**config.mk**
```make
export PLATFORM = sky130hd
export DESIGN_NAME = tws_unit
export DESIGN_NICKNAME = d
export VERILOG_FILES = /design/src/rtl/tws_pkg.sv /design/src/rtl/tws_clkgen.sv /design/src/rtl/tws_shifter.sv /design/src/rtl/tws_counter.sv /design/src/rtl/tws_unit.sv
export SDC_FILE = /design/constraint.sdc
export NUM_CORES = 1
export LEC_CHECK = 0
export ABC_CLOCK_PERIOD_IN_PS = 3500
export BUFFER_PORTS_ARGS = -buffer_cell sky130_fd_sc_hd__buf_4
export CORE_MARGIN = 1
export CORE_UTILIZATION = 45
export CTS_CLUSTER_DIAMETER = 150
export DETAILED_ROUTE_END_ITERATION = 10
export PLACE_DENSITY_LB_ADDON = 0.12
export SLEW_MARGIN = 20
export SYNTH_ARGS = -nofsm -noshare
export SYNTH_HDL_FRONTEND = slang
export SYNTH_SLANG_ARGS = --single-unit
```
**constraint.sdc**
```tcl
create_clock -name clk -period 3.5 [get_ports clk]
set_input_delay 0.7 -clock clk [delete_from_list [all_inputs] [get_ports clk]]
set_output_delay 0.7 -clock clk [all_outputs]
set_load 0.1 [all_outputs]
```
**src/rtl/tws_pkg.sv**
```systemverilog
`timescale 1ns/1ps
package tws_pkg;

    typedef enum logic [1:0] {
        SRC_OFF = 2'd0,
        SRC_PIN = 2'd1,
        SRC_TMR = 2'd2,
        SRC_SW  = 2'd3
    } clk_src_e;

    typedef enum logic [1:0] {
        SEL_DATA = 2'd0,
        SEL_STAT = 2'd1,
        SEL_CTRL = 2'd2,
        SEL_NONE = 2'd3
    } reg_sel_e;

    localparam int CTL_MODE_BIT  = 0;
    localparam int CTL_SRC_LSB   = 1;
    localparam int CTL_IRQEN_BIT = 3;
    localparam int CTL_STRB_BIT  = 4;

    typedef struct packed {
        logic     irq_en;
        clk_src_e src;
        logic     cpha;
    } ctrl_t;

endpackage

```
**src/rtl/tws_clkgen.sv**
```systemverilog
`timescale 1ns/1ps
module tws_clkgen
    import tws_pkg::*;
#(
    parameter int SYNC_DEPTH = 2
) (
    input  logic     clk,
    input  logic     rst_n,
    input  clk_src_e src,
    input  logic     tmr_match,
    input  logic     sw_strobe,
    input  logic     sclk_pin,
    output logic     edge_o,
    output logic     rise_o,
    output logic     sclk_o
);
    localparam int CHAIN = SYNC_DEPTH + 1;

    typedef struct packed {
        logic [CHAIN-1:0] chain;
        logic             sclk;
    } clk_st_t;

    clk_st_t st_q, st_d;
    logic    ext_edge, ext_rise, int_tick;

    always_comb begin
        st_d       = st_q;
        st_d.chain = {st_q.chain[CHAIN-2:0], sclk_pin};
        ext_edge   = st_q.chain[CHAIN-1] ^ st_q.chain[CHAIN-2];
        ext_rise   = st_q.chain[CHAIN-2];
        int_tick   = ((src == SRC_TMR) && tmr_match) || ((src == SRC_SW) && sw_strobe);
        if (int_tick) begin
            st_d.sclk = ~st_q.sclk;
        end
        if (src == SRC_PIN) begin
            edge_o = ext_edge;
            rise_o = ext_rise;
        end else begin
            edge_o = int_tick;
            rise_o = ~st_q.sclk;
        end
    end

    always_ff @(posedge clk or negedge rst_n) begin
        if (!rst_n) begin
            st_q <= '0;
        end else begin
            st_q <= st_d;
        end
    end

    assign sclk_o = st_q.sclk;

    AST_SCLK_HOLD: assert property (@(posedge clk) disable iff (!rst_n)
        (src != SRC_TMR && src != SRC_SW) |=> $stable(sclk_o));
    AST_SW_TOGGLE: assert property (@(posedge clk) disable iff (!rst_n)
        (src == SRC_SW && sw_strobe) |=> (sclk_o != $past(sclk_o)));
    AST_TMR_TOGGLE: assert property (@(posedge clk) disable iff (!rst_n)
        (src == SRC_TMR && tmr_match) |=> (sclk_o != $past(sclk_o)));

endmodule

```
**src/rtl/tws_shifter.sv**
```systemverilog
`timescale 1ns/1ps
module tws_shifter #(
    parameter int DATA_W = 8
) (
    input  logic              clk,
    input  logic              rst_n,
    input  logic              edge_i,
    input  logic              rise_i,
    input  logic              cpha,
    input  logic              load,
    input  logic [DATA_W-1:0] load_val,
    input  logic              sdi,
    output logic [DATA_W-1:0] sr_o,
    output logic              sdo
);
    typedef struct packed {
        logic [DATA_W-1:0] sr;
        logic              obit;
    } sh_st_t;

    sh_st_t sh_q, sh_d;
    logic   sample;

    always_comb begin
        sh_d   = sh_q;
        sample = rise_i ^ cpha;
        if (load) begin
            sh_d.sr   = load_val;
            sh_d.obit = load_val[DATA_W-1];
        end else if (edge_i) begin
            if (sample) begin
                sh_d.sr = {sh_q.sr[DATA_W-2:0], sdi};
            end else begin
                sh_d.obit = sh_q.sr[DATA_W-1];
            end
        end
    end

    always_ff @(posedge clk or negedge rst_n) begin
        if (!rst_n) begin
            sh_q <= '0;
        end else begin
            sh_q <= sh_d;
        end
    end

    assign sr_o = sh_q.sr;
    assign sdo  = sh_q.obit;

    AST_LOAD_DATA: assert property (@(posedge clk) disable iff (!rst_n)
        load |=> (sr_o == $past(load_val)) && (sdo == $past(load_val[DATA_W-1])));
    AST_SAMPLE_SHIFT: assert property (@(posedge clk) disable iff (!rst_n)
        (edge_i && (rise_i ^ cpha) && !load) |=> (sr_o == {$past(sr_o[DATA_W-2:0]), $past(sdi)}));
    AST_SDO_HOLD: assert property (@(posedge clk) disable iff (!rst_n)
        (!load && !(edge_i && !(rise_i ^ cpha))) |=> $stable(sdo));
    AST_NO_EDGE_HOLD: assert property (@(posedge clk) disable iff (!rst_n)
        (!load && !edge_i) |=> $stable(sr_o));

endmodule

```
**src/rtl/tws_counter.sv**
```systemverilog
`timescale 1ns/1ps
module tws_counter #(
    parameter int CNT_W = 4
) (
    input  logic             clk,
    input  logic             rst_n,
    input  logic             edge_i,
    input  logic             preset,
    input  logic [CNT_W-1:0] preset_val,
    input  logic             clr_req,
    output logic [CNT_W-1:0] cnt_o,
    output logic             flag_o
);
    localparam logic [CNT_W-1:0] CNT_TOP = '1;

    typedef struct packed {
        logic [CNT_W-1:0] cnt;
        logic             flag;
    } cn_st_t;

    cn_st_t cn_q, cn_d;
    logic   wrap;

    always_comb begin
        cn_d = cn_q;
        wrap = edge_i && (cn_q.cnt == CNT_TOP);
        if (preset) begin
            cn_d.cnt = preset_val;
        end else if (edge_i) begin
            cn_d.cnt = cn_q.cnt + 1'b1;
        end
        cn_d.flag = wrap || (cn_q.flag && !clr_req);
    end

    always_ff @(posedge clk or negedge rst_n) begin
        if (!rst_n) begin
            cn_q <= '0;
        end else begin
            cn_q <= cn_d;
        end
    end

    assign cnt_o  = cn_q.cnt;
    assign flag_o = cn_q.flag;

    AST_CNT_STEP: assert property (@(posedge clk) disable iff (!rst_n)
        (edge_i && !preset) |=> (cnt_o == $past(cnt_o) + 1'b1));
    AST_WRAP_SETS: assert property (@(posedge clk) disable iff (!rst_n)
        (edge_i && cnt_o == CNT_TOP) |=> flag_o);
    AST_SET_WINS: assert property (@(posedge clk) disable iff (!rst_n)
        (edge_i && cnt_o == CNT_TOP && clr_req) |=> flag_o);
    AST_FLAG_CLEAR: assert property (@(posedge clk) disable iff (!rst_n)
        (clr_req && !(edge_i && cnt_o == CNT_TOP)) |=> !flag_o);
    AST_PRESET: assert property (@(posedge clk) disable iff (!rst_n)
        preset |=> (cnt_o == $past(preset_val)));

endmodule

```
**src/rtl/tws_unit.sv**
```systemverilog
`timescale 1ns/1ps
module tws_unit
    import tws_pkg::*;
#(
    parameter int DATA_W     = 8,
    parameter int SYNC_DEPTH = 2
) (
    input  logic              clk,
    input  logic              rst_n,
    input  logic [1:0]        bus_sel,
    input  logic              bus_wr,
    input  logic [DATA_W-1:0] bus_wdata,
    output logic [DATA_W-1:0] bus_rdata,
    input  logic              sclk_pin,
    input  logic              tmr_match,
    input  logic              sdi,
    output logic              sdo,
    output logic              sclk_out,
    output logic              irq
);
    localparam int CNT_W    = $clog2(2 * DATA_W);
    localparam int FLAG_BIT = DATA_W - 1;

    typedef struct packed {
        ctrl_t ctrl;
    } top_st_t;

    top_st_t top_q, top_d;

    logic              wr_data, wr_stat, wr_ctrl, sw_strobe;
    logic              clk_edge, clk_rise;
    logic [DATA_W-1:0] sr_val;
    logic [CNT_W-1:0]  cnt_val;
    logic              done_flag;

    always_comb begin
        top_d     = top_q;
        wr_data   = bus_wr && (reg_sel_e'(bus_sel) == SEL_DATA);
        wr_stat   = bus_wr && (reg_sel_e'(bus_sel) == SEL_STAT);
        wr_ctrl   = bus_wr && (reg_sel_e'(bus_sel) == SEL_CTRL);
        sw_strobe = wr_ctrl && bus_wdata[CTL_STRB_BIT];
        if (wr_ctrl) begin
            top_d.ctrl.cpha   = bus_wdata[CTL_MODE_BIT];
            top_d.ctrl.src    = clk_src_e'(bus_wdata[CTL_SRC_LSB+1:CTL_SRC_LSB]);
            top_d.ctrl.irq_en = bus_wdata[CTL_IRQEN_BIT];
        end
    end

    always_ff @(posedge clk or negedge rst_n) begin
        if (!rst_n) begin
            top_q <= '0;
        end else begin
            top_q <= top_d;
        end
    end

    tws_clkgen #(.SYNC_DEPTH(SYNC_DEPTH)) u_clkgen (
        .clk       (clk),
        .rst_n     (rst_n),
        .src       (top_q.ctrl.src),
        .tmr_match (tmr_match),
        .sw_strobe (sw_strobe),
        .sclk_pin  (sclk_pin),
        .edge_o    (clk_edge),
        .rise_o    (clk_rise),
        .sclk_o    (sclk_out)
    );

    tws_shifter #(.DATA_W(DATA_W)) u_shifter (
        .clk      (clk),
        .rst_n    (rst_n),
        .edge_i   (clk_edge),
        .rise_i   (clk_rise),
        .cpha     (top_q.ctrl.cpha),
        .load     (wr_data),
        .load_val (bus_wdata),
        .sdi      (sdi),
        .sr_o     (sr_val),
        .sdo      (sdo)
    );

    tws_counter #(.CNT_W(CNT_W)) u_counter (
        .clk        (clk),
        .rst_n      (rst_n),
        .edge_i     (clk_edge),
        .preset     (wr_stat),
        .preset_val (bus_wdata[CNT_W-1:0]),
        .clr_req    (wr_stat && bus_wdata[FLAG_BIT]),
        .cnt_o      (cnt_val),
        .flag_o     (done_flag)
    );

    always_comb begin
        bus_rdata = '0;
        case (reg_sel_e'(bus_sel))
            SEL_DATA: bus_rdata = sr_val;
            SEL_STAT: begin
                bus_rdata[CNT_W-1:0] = cnt_val;
                bus_rdata[FLAG_BIT]  = done_flag;
            end
            SEL_CTRL: begin
                bus_rdata[CTL_MODE_BIT]                  = top_q.ctrl.cpha;
                bus_rdata[CTL_SRC_LSB+1:CTL_SRC_LSB]     = top_q.ctrl.src;
                bus_rdata[CTL_IRQEN_BIT]                 = top_q.ctrl.irq_en;
            end
            default: bus_rdata = '0;
        endcase
    end

    assign irq = done_flag && top_q.ctrl.irq_en;

    AST_CTRL_LOAD: assert property (@(posedge clk) disable iff (!rst_n)
        wr_ctrl |=> (top_q.ctrl == $past(bus_wdata[CTL_IRQEN_BIT:0])));
    AST_CTRL_HOLD: assert property (@(posedge clk) disable iff (!rst_n)
        !wr_ctrl |=> $stable(top_q.ctrl));
    AST_IRQ_GATED: assert property (@(posedge clk) disable iff (!rst_n)
        irq |-> (done_flag && top_q.ctrl.irq_en));

endmodule

```
==> impl_metrics.ini <==
[timing]
finalSetupViolCount = 0
fmax_ghz = 0.4182
worstMarginPinSlew_ps = 491.1
hold_violations = 0
clock_skew_ps = 5.292
post-route-period-util_pct = 68.33
report.final.slew_viol_count = 0
layout_min_cycle_time_ps = 2391
fin_tns_setup_ps = 0
fin_ws_ps = 1109
relSlewSlack_pct = 67.18
rsz0062_at_grt = no

[placement]
routabilityCongestion = 0.8941
place_area_mm2 = 0.001413
dp.cells = 158
place_hpwl_um = 1895
post-place-ws_ps = 1142
port_buffers = 26

[layout]
final_common_cell = buf_4
drive_gt1_share_pct = 39.39
final_nets = 150
regArea_um2 = 550.5
final_area_mm2 = 0.001465
final_cells = 162
most-common-layout-cells = buf_4, dfrtp_1, mux2_2
n_antenna_cell = 0
multi_input_area_um2 = 621.8
syn_to_final_growth_pct = 23.26
num-fill-cells = 226

[floorplanning]
row_count = 18
ios = 27
dieArea_mm2 = 0.002851
core_area_mm2 = 0.002477
die_width_um = 53.40
initial_core_util_pct = 47.98
die_h_um = 53.40

[critical_path]
endpoint_kind = output port
setup.worst_path.class = input port to output port
cp.arrival_ps = 1690
crit_path_start_kind = input port
cp.required_ps = 2800
path_max_fanout = 9

[logic_synthesis]
synth-edff-count = 0
synth_ff_type = dfrtp_1
synth_nets = 121
synthCells = 104
synth_area_mm2 = 0.001189
synthArstFlopShare_pct = 100.0
synth_top_cell_by_area = dfrtp_1
avgSynthCellArea_um2 = 11.43
synth_top_cell_area_share_pct = 46.32
synth-seq-area-share_pct = 46.32
ys_seq_elements = 22
synthTopCellsByArea = dfrtp_1, mux2_2, mux2i_1
ys_warn_count = 0
synth_cell_type_count = 25

[global_route]
grt_use_total_pct = 19.77
grt_max_degree = 23
grt_pass1_wl_um = 3864
antenna_found_initial = 0
grt_pass1_vias = 742
grt_overflow_total = 0

[clocking]
clk_latency_ps = 310
clock_path_buffers = 2
cts_resized = 0
cts_tree = built
tritoncts.num_buffers = 3
cts_max_level = 1
cts_root_buffer = clkbuf_4
cts_setup_buffers = 0
cts.sink_count = 22
cts_hold_buffers = 0
path_clk_slew_ps = 130

[detailed_routing]
final_antenna_net_count = 0
drt_pass1_iterations = 4
vias = 882
wirelength_um = 2513
drc_errors = 0
vias_per_cell = 5.444
wl_per_cell_um = 15.51
drtIter0Drc = 13

[job]
drv_cap = 0

[pwr]
vdd_ir_drop_max_mv = 0.4435
p_per_area_mw_per_mm2 = 888.3
p_leak_nw = 0.6640

[hold_path]
hold_class = input port to asynchronous set/reset pin

[outcome]
status = finished clean
## path summary, 6_finish.rpt
| kind | start | slack (ps) | depth (start not counted) | to |
|---|---|---|---|---|
| worst max register to register | top_q[1] | 1570 | 5 | u_shifter.sr_o[5] |
| min in group clk | u_clkgen.st_d[2] | 370 | 0 | u_clkgen.ext_rise |
| worst max-delay path | bus_sel[1] | 1110 | 5 | bus_rdata[0] |
| max in group asynchronous | rst_n | 3030 | 1 | u_shifter.sr_o[1] |
| worst min-delay path | rst_n | 240 | 1 | u_clkgen.sclk_o |
| worst min register to register | u_clkgen.st_d[2] | 370 | 0 | u_clkgen.ext_rise |
## kinds of logic (layout without fill, tap and decap cells)
| family | count (synthesis) | after routing | share of synthesized area [%] |
|---|---|---|---|
| compound gates | 19 | 19 | 10.74 |
| xor+xnor | 7 | 7 | 5.158 |
| fa+ha+maj | 1 | 1 | 1.052 |
| buf+inv | 4 | 32 | 1.368 |
| flops | 22 | 22 | 46.32 |
| mux | 25 | 25 | 22.95 |
| simple gates | 26 | 26 | 12.42 |
## registers in the layout (all words and copies together), names as in the netlist
name,cells
u_shifter.sr_o,8
top_q,4
u_counter.cnt_o,4
u_clkgen.ext_rise,1
u_clkgen.sclk_o,1
u_clkgen.st_d,1
u_clkgen.st_q,1
u_counter.flag_o,1
u_shifter.sdo,1
## worst max-delay path: stages
cell	delay, ps
buf_4	140
nor2b_1	310
nand2_1	80
o21ai_1	130
buf_4	330
## report_power, final
group / switching (mW) / internal, mW / leakage (nW)
sequential: 0.0946 / 0.353 / 0.259
combinational: 0.437 / 0.220 / 0.377
clock: 0.0809 / 0.116 / 0.0279
## synth_stat cells (all sizes together) (2+ instances only)
cell type,number
a31oi,2
a21oi,5
nor2,9
xor2,5
and2,4
nand2,5
mux2,18
mux2i,7
nand3b,4
inv,2
xnor2,2
dfrtp,22
o21ai,10
## per-layer routing
metal,up-vias,global-route usage (%),routed length (µm)
met5,-,0,0
met4,0,7.895,29
met3,4,3.448,90
met2,22,28.13,1189
met1,429,29.14,1203
li1,427,-,-
## layout make-up
cell class | count | share of cell area (%)
repair buffers | 26 | 13.32
flip-flops and latches | 22 | 37.57
well taps | 30 | 2.562
multi-input cells | 78 | 42.44
clock inverters | 1 | 2.050
clock buffers | 3 | 1.537
inverters | 2 | 0.5124
## metrics by stage
step,util (%),power [mW],hold slack (ps)
detailed placement,57.02,1.110,349.1
finish,59.14,1.301,243.5
floorplan,-,0.9533,331.2
global placement,57.02,1.096,337.0
global route,59.14,1.368,251.0
CTS,59.14,1.308,248.4
Note: power is estimated with default switching activity, not from simulation.
